$ cat config.mk
export PLATFORM = sky130hd
export DESIGN_NAME = frac_clk_div
export DESIGN_NICKNAME = d
export VERILOG_FILES = /design/src/rtl/fdiv_pkg.sv /design/src/rtl/fdiv_regs.sv /design/src/rtl/fdiv_core.sv /design/src/rtl/fdiv_susp.sv /design/src/rtl/frac_clk_div.sv
export SDC_FILE = /design/constraint.sdc
export NUM_CORES = 1
export LEC_CHECK = 0
export CAP_MARGIN = 20
export CELL_PAD_IN_SITES_DETAIL_PLACEMENT = 1
export CELL_PAD_IN_SITES_GLOBAL_PLACEMENT = 2
export CORE_MARGIN = 3
export CORE_UTILIZATION = 27
export DETAILED_ROUTE_END_ITERATION = 16
export PLACE_DENSITY = 0.95
export SKIP_LAST_GASP = 1
export SYNTH_ARGS = -nofsm -noshare
export SYNTH_HDL_FRONTEND = slang
export SYNTH_SLANG_ARGS = --single-unit
export TNS_END_PERCENT = 50
$ cat constraint.sdc
create_clock -name clk -period 5.56 [get_ports clk]
set_clock_uncertainty 0.2 [all_clocks]
set_input_delay 1.39 -clock clk [delete_from_list [all_inputs] [get_ports clk]]
set_output_delay 1.39 -clock clk [all_outputs]
set_load 0.05 [all_outputs]
$ cat src/rtl/fdiv_pkg.sv
// Package: shared widths, register bit positions and types for the
// fractional clock-enable divider. Assumes a 32-bit register word.
package fdiv_pkg;
    localparam int ACC_W    = 10;
    localparam int REG_W    = 32;
    localparam int ACC_LSB  = 16;
    localparam int ACC_MSB  = ACC_LSB + ACC_W - 1;

    typedef enum logic [1:0] {
        DM_OFF0   = 2'b00,
        DM_RELOAD = 2'b01,
        DM_FRAC   = 2'b10,
        DM_OFF1   = 2'b11
    } dmode_e;

    typedef struct packed {
        logic             dis;
        logic             hwen;
        dmode_e           dmode;
        logic [1:0]       scfg;
        logic             imm;
        logic [ACC_W-1:0] step;
    } cfg_t;

    localparam cfg_t CFG_RESET = '{dis: 1'b0, hwen: 1'b0, dmode: DM_RELOAD,
                                   scfg: 2'b00, imm: 1'b0, step: '1};
endpackage

$ cat src/rtl/fdiv_regs.sv
// Module: fdiv_regs
// Holds the writable configuration fields and assembles the read word.
// Assumes wr_en is a single-cycle strobe; read-only bits in wdata are dropped.
module fdiv_regs
    import fdiv_pkg::*;
(
    input  logic             clk,
    input  logic             rst_n,
    input  logic             wr_en,
    input  logic [REG_W-1:0] wdata,
    input  logic [ACC_W-1:0] acc,
    input  logic             req,
    input  logic             ack,
    output cfg_t             cfg,
    output logic [REG_W-1:0] rdata
);
    cfg_t cfg_q;
    logic unused_ro;

    assign unused_ro = ^{wdata[29:ACC_LSB], wdata[ACC_W]};

    // Store the writable fields on a write strobe.
    always_ff @(posedge clk) begin
        if (!rst_n) begin
            cfg_q <= CFG_RESET;
        end else if (wr_en) begin
            cfg_q.dis   <= wdata[31];
            cfg_q.hwen  <= wdata[30];
            cfg_q.dmode <= dmode_e'(wdata[15:14]);
            cfg_q.scfg  <= wdata[13:12];
            cfg_q.imm   <= wdata[11];
            cfg_q.step  <= wdata[ACC_W-1:0];
        end
    end

    // Assemble the read word from configuration and live status.
    always_comb begin
        rdata                  = '0;
        rdata[31]              = cfg_q.dis;
        rdata[30]              = cfg_q.hwen;
        rdata[29]              = req;
        rdata[28]              = ack;
        rdata[ACC_MSB:ACC_LSB] = acc;
        rdata[15:14]           = cfg_q.dmode;
        rdata[13:12]           = cfg_q.scfg;
        rdata[11]              = cfg_q.imm;
        rdata[ACC_W-1:0]       = cfg_q.step;
    end

    assign cfg = cfg_q;


    cfg_hold_chk: assert property (@(posedge clk) disable iff (!rst_n)
        !wr_en |=> $stable(cfg_q));
endmodule

$ cat src/rtl/fdiv_core.sv
// Module: fdiv_core
// Shared-adder accumulator. In reload mode it adds one and reloads the step
// on wrap; in fractional mode it adds the step. Emits a registered strobe on carry.
// Assumes run is only high in an active mode.
module fdiv_core
    import fdiv_pkg::*;
(
    input  logic             clk,
    input  logic             rst_n,
    input  logic             load,
    input  logic [ACC_W-1:0] load_step,
    input  logic [ACC_W-1:0] step,
    input  logic             frac,
    input  logic             run,
    output logic [ACC_W-1:0] acc_o,
    output logic             carry_o,
    output logic             tick_o
);
    logic [ACC_W-1:0] acc_q;
    logic             tick_q;
    logic [ACC_W-1:0] addend;
    logic [ACC_W:0]   sum;

    // Single adder: increment in reload mode, step in fractional mode.
    always_comb begin
        addend  = frac ? step : ACC_W'(1);
        sum     = {1'b0, acc_q} + {1'b0, addend};
        carry_o = sum[ACC_W];
    end

    // Advance the accumulator and register the carry strobe.
    always_ff @(posedge clk) begin
        if (!rst_n) begin
            acc_q  <= '1;
            tick_q <= 1'b0;
        end else if (load) begin
            acc_q  <= load_step;
            tick_q <= 1'b0;
        end else if (run) begin
            acc_q  <= (!frac && carry_o) ? step : sum[ACC_W-1:0];
            tick_q <= carry_o;
        end else begin
            tick_q <= 1'b0;
        end
    end

    assign acc_o  = acc_q;
    assign tick_o = tick_q;


    load_acc_chk: assert property (@(posedge clk) disable iff (!rst_n)
        load |=> (acc_q == $past(load_step)) && !tick_q);

    stop_hold_chk: assert property (@(posedge clk) disable iff (!rst_n)
        (!run && !load) |=> $stable(acc_q) && !tick_q);
endmodule

$ cat src/rtl/fdiv_susp.sv
// Module: fdiv_susp
// Decides whether the divider runs this cycle (mode, clock gating,
// suspend) and keeps the suspend acknowledge register.
// Assumes carry is the raw adder carry of the current accumulator.
module fdiv_susp
    import fdiv_pkg::*;
(
    input  logic clk,
    input  logic rst_n,
    input  cfg_t cfg,
    input  logic load,
    input  logic req,
    input  logic hw_en,
    input  logic carry,
    output logic run,
    output logic ack
);
    logic ack_q;
    logic ack_d;
    logic clk_ok;
    logic mode_on;
    logic susp_on;

    // Gate the divider on mode, enable source and suspend state.
    always_comb begin
        clk_ok  = cfg.hwen ? hw_en : !cfg.dis;
        mode_on = (cfg.dmode == DM_RELOAD) || (cfg.dmode == DM_FRAC);
        susp_on = (cfg.scfg != 2'b00);
        run     = mode_on && clk_ok && !ack_q && !(susp_on && cfg.imm && req);
    end

    // Next acknowledge: immediate on request, granted on the next strobe.
    always_comb begin
        if (load || !susp_on || !req) ack_d = 1'b0;
        else if (ack_q)               ack_d = 1'b1;
        else if (cfg.imm)             ack_d = 1'b1;
        else                          ack_d = run && carry;
    end

    // Register the acknowledge.
    always_ff @(posedge clk) begin
        if (!rst_n) ack_q <= 1'b0;
        else        ack_q <= ack_d;
    end

    assign ack = ack_q;


    ignore_susp_chk: assert property (@(posedge clk) disable iff (!rst_n)
        !susp_on |=> !ack_q);

    imm_ack_chk: assert property (@(posedge clk) disable iff (!rst_n)
        (susp_on && cfg.imm && req && !load) |=> ack_q);

    release_chk: assert property (@(posedge clk) disable iff (!rst_n)
        !req |=> !ack_q);
endmodule

$ cat src/rtl/frac_clk_div.sv
// Module: frac_clk_div
// Top of the dual-mode fractional clock-enable divider: register,
// shared-adder core and suspend/gating control.
// Assumes all inputs are synchronous to clk.
module frac_clk_div
    import fdiv_pkg::*;
(
    input  logic             clk,
    input  logic             rst_n,
    input  logic             wr_en,
    input  logic [REG_W-1:0] wdata,
    output logic [REG_W-1:0] rdata,
    input  logic             susp_req_i,
    output logic             susp_ack_o,
    input  logic             hw_en_i,
    output logic             tick_o
);
    cfg_t             cfg;
    logic [ACC_W-1:0] acc;
    logic             carry;
    logic             run;

    fdiv_regs u_regs (
        .clk   (clk),
        .rst_n (rst_n),
        .wr_en (wr_en),
        .wdata (wdata),
        .acc   (acc),
        .req   (susp_req_i),
        .ack   (susp_ack_o),
        .cfg   (cfg),
        .rdata (rdata)
    );

    fdiv_core u_core (
        .clk       (clk),
        .rst_n     (rst_n),
        .load      (wr_en),
        .load_step (wdata[ACC_W-1:0]),
        .step      (cfg.step),
        .frac      (cfg.dmode == DM_FRAC),
        .run       (run),
        .acc_o     (acc),
        .carry_o   (carry),
        .tick_o    (tick_o)
    );

    fdiv_susp u_susp (
        .clk   (clk),
        .rst_n (rst_n),
        .cfg   (cfg),
        .load  (wr_en),
        .req   (susp_req_i),
        .hw_en (hw_en_i),
        .carry (carry),
        .run   (run),
        .ack   (susp_ack_o)
    );


    granted_ack_chk: assert property (@(posedge clk) disable iff (!rst_n)
        ($rose(susp_ack_o) && !cfg.imm) |-> tick_o);

    frozen_tick_chk: assert property (@(posedge clk) disable iff (!rst_n)
        (susp_ack_o && !wr_en) |=> !tick_o);
endmodule

# Word-level counts from Yosys, hierarchy flattened
# Cells that the tools add are included.
dict set report word_totals {
  register_bits 29
  out_inout_bits 34
  elab_cells 41
}
dict set report op_classes {
  add_sub_neg 1
  n_eq_ne 2
  n_mux 7
  bitwise_logic 2
  reduce_logical 20
}
# operator n
set ops {}
lappend ops {{$mux W10} 4}
lappend ops {{$add A10 B10 Y11} 1}
lappend ops {{$logic_and A1 B1 Y1} 7}
lappend ops {{$logic_not A1 Y1} 6}
lappend ops {{$reduce_bool A2 Y1} 2}
lappend ops {{$logic_or A1 B1 Y1} 3}
lappend ops {{$mux W1} 3}
lappend ops {{$reduce_or A3 Y1} 1}
lappend ops {{$eq A2 B1 Y1 const B} 1}
lappend ops {{$eq A2 B2 Y1 const B} 1}
lappend ops {{$not A1 Y1} 2}
lappend ops {{$reduce_or A2 Y1} 1}

# Longest topological paths before layout
dict set report logic_depth {
  depth_word 8
  mapped_depth 14
}

# By module
# Synthesis repeated with hierarchy kept, for this count alone.
dict set report unflattened {
  hier_cells 234
  area_unflattened_um2 2049.5
}
# mod instances cells_per_inst area_each_um2 seq_area_each_um2
set modules_own_cells {}
lappend modules_own_cells {fdiv_core 1 134 1077.3 220.2}
lappend modules_own_cells {fdiv_regs 1 87 868.3 340.3}
lappend modules_own_cells {fdiv_susp 1 12 90.1 20.0}
lappend modules_own_cells {frac_clk_div 1 1 13.8 0.0}

# Worst setup path before layout
# Ideal clock, no wire load.
dict set report synth_timing {
  kind {register to register}
  startpoint {reg u_regs.cfg_q, in the netlist u_regs.cfg[13]}
  endpoint {reg u_core.acc_q[6], in the netlist u_core.acc_o[6]}
  t_arrival_ns 2.921
  required_ns 5.215
  setup_slack_ns 2.294
  stages_incl_launch_ff 15
  path_buffers 2
  cell_sequence {dfxtp_1 > inv_1 > ha_1 > clkbuf_1 > nand2b_1 > ha_1 > inv_1 > fa_1 > and2b_1 > nor3_1 > o21a_4 > o21ai_4 > buf_6 > mux2i_1 > o2111ai_1}
}
dict set report synth_via {
  elab_chain_len 7
  word_cells_on_any_way 14
  cone_classes {1 x add/sub; 2 x eq/ne; 4 x mux; 7 x reduce/logical}
}
# element line
set synth_rtl {}
lappend synth_rtl {{start, declared} fdiv_regs.sv:17} ;# cfg_t cfg_q;
lappend synth_rtl {{$eq A2 B2 Y1} {fdiv_susp.sv:27, frac_clk_div.sv:41}}
lappend synth_rtl {{$mux W10} fdiv_core.sv:26} ;# addend = frac ? step : ACC_W'(1);
lappend synth_rtl {{$add A10 B10 Y11} fdiv_core.sv:27} ;# sum = {1'b0, acc_q} + {1'b0, addend};
lappend synth_rtl {{$logic_and A1 B1 Y1} fdiv_core.sv:40} ;# acc_q <= (!frac && carry_o) ? step : sum[ACC_W-1:0];
lappend synth_rtl {{$mux W10} fdiv_core.sv:40}
lappend synth_rtl {{$mux W10} fdiv_core.sv:39} ;# end else if (run) begin
lappend synth_rtl {{$mux W10} fdiv_core.sv:36} ;# end else if (load) begin
lappend synth_rtl {{end signal, assigned} fdiv_core.sv:37} ;# acc_q <= load_step;
lappend synth_rtl {{end signal, assigned} fdiv_core.sv:40}
lappend synth_rtl {{end, declared} fdiv_core.sv:19} ;# logic [ACC_W-1:0] acc_q;
# Parallel ways exist; a longest one is shown, timed or not. The select of a mux whose other input is x is not followed.
# A chain may end at the register's enable or synchronous reset.

# Worst setup path after layout
dict set report layout_timing {
  startpoint {in susp_req_i}
  endpoint {out rdata[29]}
}
# element line
set layout_lines {}
lappend layout_lines {{start, declared} frac_clk_div.sv:13} ;# input logic susp_req_i,
lappend layout_lines {{end, declared} frac_clk_div.sv:12} ;# output logic [REG_W-1:0] rdata,
# No word-level cell between the ends.

==> reports/metrics.csv <==
metric,value,unit
result of the run,"complete, no violations",
GRT Overall Usage,0.134,
clock latency at the later pin of the worst-skew pair,0.28,ns
number of cells on the critical path,2,
total of fill cells in the finished design,755,
cell-by-cell trace of the critical path,clkdlybuf4s50_1 -> clkdlybuf4s50_1,
horizontal die dimension,89.0,um
type of the most critical hold path,flip-flop to flip-flop,
Post-CTS Setup Repair Bufs,0,
maximum number of pins on one net before global-route repair,31,
Std-Cell Core Area,0.00649,mm^2
number of nets in the finished design,311,
most common library cell in the layout ignoring fill and taps,sky130_fd_sc_hd__clkdlybuf4s50_1,
Boundary Pins,71,
most frequently used flop master after synthesis,sky130_fd_sc_hd__dfxtp_1,
worst setup path class,input port to primary output,
setup repair after global routing missed its margin,false,
number of inserted diodes,0,
Worst R2R Path Depth,12,
kind of cell adding the most delay to the critical path,buffers and inverters,
warning count from the yosys run,0,
total of buffers placed on input and output ports,52,
"commonest cells after routing, fill and taps aside","52 x sky130_fd_sc_hd__clkdlybuf4s50_1, 29 x sky130_fd_sc_hd__dfxtp_1, 25 x sky130_fd_sc_hd__nand2_1",
final weighted congestion in routability-driven placement,0.852,
CP max stage delay,0.81,ns
post-detailed-routing wire length,4990,um
placed cells,332,
CTS H-tree depth,2,
maximum buffer depth of the clock tree,2,
clock tree root driver cell,sky130_fd_sc_hd__clkbuf_8,
leak pwr,1.02,nW
clock buffers created by TritonCTS,5,
switching power total,0.278,mW
P&R area growth vs syn,33.9,%
category of the worst setup path launch point,input port,
number of buffers inserted for hold repair after clock tree synthesis,0,
number of DRC markers after the initial detailed-route iteration,40,
synthesized area per cell,8.64,um^2
number of iterations in the first detailed-routing pass,4,
hold-critical path depth,2,
minimum clock period after layout,4.30,ns
max-slew violation total from the final report,0,
final hold violation count,0,
Residual DRC,0,
starting density of the core,0.286,
sequential cell area fraction in the yosys report,0.312,
number of max-cap violations,0,
total negative slack,0,ns
worst IR drop on VDD,122,uV
sinks on the clock net,29,
Routed wire per std cell,14.7,um
slew at the pin with the worst max-slew slack,1.01,ns
cell internal pwr,0.433,mW
clock-pin slew of the registers on the worst-case setup and hold paths,0.07,ns
number of global-route vias before repair,1823,
CP Buf/Inv Count,2,
fraction of final layout cells with drive strength greater than 1,0.0608,
Routed Antenna Nets,0,
Post-synth EDFFs,0,
"Gates resized, CTS repair",0,
Overflow after GRT,0,
post-DP HPWL,3740,um
distinct cell type count after synthesis,47,
sw frac,0.391,
Die Y-Extent,89.0,um
Clk network pwr share,0.240,
final critical-path share of the clock period,0.774,
cell type with the highest occurrence count on the critical path,sky130_fd_sc_hd__clkdlybuf4s50_1,
DR vias/cell,5.06,
required time of the critical path,3.97,ns
Async SR Flop Fraction,0,
sequential fraction of design power,0.343,
Synth Cell Area,0.00186,mm^2
Max Fclk,0.232,GHz
number of synthesized register bits,29,
power density cells,286,mW/mm^2
number of standard-cell rows in the floorplan,29,
arrival time reported for the critical path endpoint,2.71,ns
instance count of the mapped netlist,215,
initial antenna violation count,0,
CTS tree,yes,
part of the power in combinational logic,0.416,
endpoint kind of the worst setup timing path,primary output,
first-pass GRT wire length,8300,um
crit-path max FO,3,
CP max-delay cell,sky130_fd_sc_hd__clkdlybuf4s50_1,
routed vias,1719,
Non-Filler Instances,340,
worst-case headroom to the max-slew limit,0.322,
area enclosed by the die boundary,0.00791,mm^2
number of endpoints failing setup at the final stage,0,
## cell families (layout without fill, tap and decap cells)
kind of cell    count (synthesis)  count (layout)  synth area share
xor+xnor                        6               6            0.0283
fa+ha+maj                      12              12            0.0848
buf+inv                        22              68            0.0599
simple gates                   79              79             0.226
mux                            16              16            0.0862
flops                          29              29             0.312
other cells                     1               3           0.00202
compound gates                 50              50             0.200
## cells in the mapped netlist (2+ instances only)
cell	n	area [um^2]
sky130_fd_sc_hd__a21o_1	2	15.0
sky130_fd_sc_hd__o31ai_1	2	15.0
sky130_fd_sc_hd__a21boi_0	3	22.5
sky130_fd_sc_hd__a31oi_1	2	12.5
sky130_fd_sc_hd__a211o_1	2	17.5
sky130_fd_sc_hd__nand2_1	25	93.8
sky130_fd_sc_hd__nand2b_1	10	62.6
sky130_fd_sc_hd__mux2i_1	16	160
sky130_fd_sc_hd__ha_1	11	138
sky130_fd_sc_hd__nor3_1	3	15.0
sky130_fd_sc_hd__buf_4	5	37.5
sky130_fd_sc_hd__nor2b_1	9	56.3
sky130_fd_sc_hd__xnor2_1	6	52.6
sky130_fd_sc_hd__dfxtp_1	29	581
sky130_fd_sc_hd__or2_2	2	12.5
sky130_fd_sc_hd__a22oi_1	2	15.0
sky130_fd_sc_hd__and2_1	8	50.1
sky130_fd_sc_hd__clkbuf_1	7	26.3
sky130_fd_sc_hd__buf_2	2	10.0
sky130_fd_sc_hd__nand3b_1	2	15.0
sky130_fd_sc_hd__o2111ai_1	4	35.0
sky130_fd_sc_hd__o21a_1	2	15.0
sky130_fd_sc_hd__o211ai_1	4	30.0
sky130_fd_sc_hd__inv_1	7	26.3
sky130_fd_sc_hd__nor2_1	6	22.5
sky130_fd_sc_hd__o21ai_0	10	50.1
sky130_fd_sc_hd__nand3_1	8	40.0
sky130_fd_sc_hd__a21oi_1	7	35.0
## cell type report
| cell class | count | area, um^2 | area share |
|---|---|---|---|
| Clock buffer | 6 | 72.6 | 0.0292 |
| Clock inverter | 2 | 10.0 | 0.00402 |
| Inverter | 7 | 26.3 | 0.0106 |
| Multi-Input combinational cell | 166 | 1170 | 0.472 |
| Sequential cell | 29 | 581 | 0.233 |
| Tap cell | 77 | 96.3 | 0.0387 |
| Timing Repair Buffer | 53 | 528 | 0.212 |
## power by group through the flow
stage	sequential (mW)	combinational (mW)	clock, mW
2_1_floorplan	0.311	0.152	0
3_3_place_gp	0.249	0.292	0
3_5_place_dp	0.250	0.298	0
4_1_cts	0.245	0.299	0.177
5_1_grt	0.248	0.323	0.187
6_report	0.244	0.296	0.171
## registers in the layout, indices dropped and copies added (netlist names)
signal,cells
u_core.acc_o,10
u_core.tick_o,1
u_regs.cfg,17
u_susp.ack,1
## through the flow
| step | hold WS [ns] | setup slack [ns] | utilization | area, um^2 | total power [mW] |
|---|---|---|---|---|---|
| final | 0.300 | 1.26 | 0.383 | 2490 | 0.712 |
| after global routing | 0.346 | 1.23 | 0.383 | 2490 | 0.758 |
| after CTS | 0.306 | 1.26 | 0.383 | 2490 | 0.721 |
| after detailed placement | 0.297 | 1.25 | 0.370 | 2400 | 0.547 |
| after global placement | 0.283 | 1.28 | 0.370 | 2400 | 0.541 |
| after floorplan | 0.480 | 2.29 | - | 1870 | 0.463 |
## routing by layer
layer	share of wire	routed length (um)	vias to the layer above	GRT usage
li1	-	-	856	-
met1	0.47	2330	819	0.159
met2	0.48	2380	36	0.236
met3	0.038	192	8	0.0323
met4	0.018	89	0	0.0487
met5	0	0	-	0
## final timing paths
path	start	to	slack [ns]
worst max-delay path	susp_req_i	rdata[29]	1.26
worst min-delay path	u_regs.cfg[8]$_SDFFE_PN1P_	u_regs.cfg[8]$_SDFFE_PN1P_	0.30
worst min register to register	u_regs.cfg[8]$_SDFFE_PN1P_	u_regs.cfg[8]$_SDFFE_PN1P_	0.30
worst max register to register	u_regs.cfg[13]$_SDFFE_PN1P_	u_core.acc_o[6]$_SDFFE_PN1P_	2.27
Note: power is estimated with default switching activity, not from simulation.
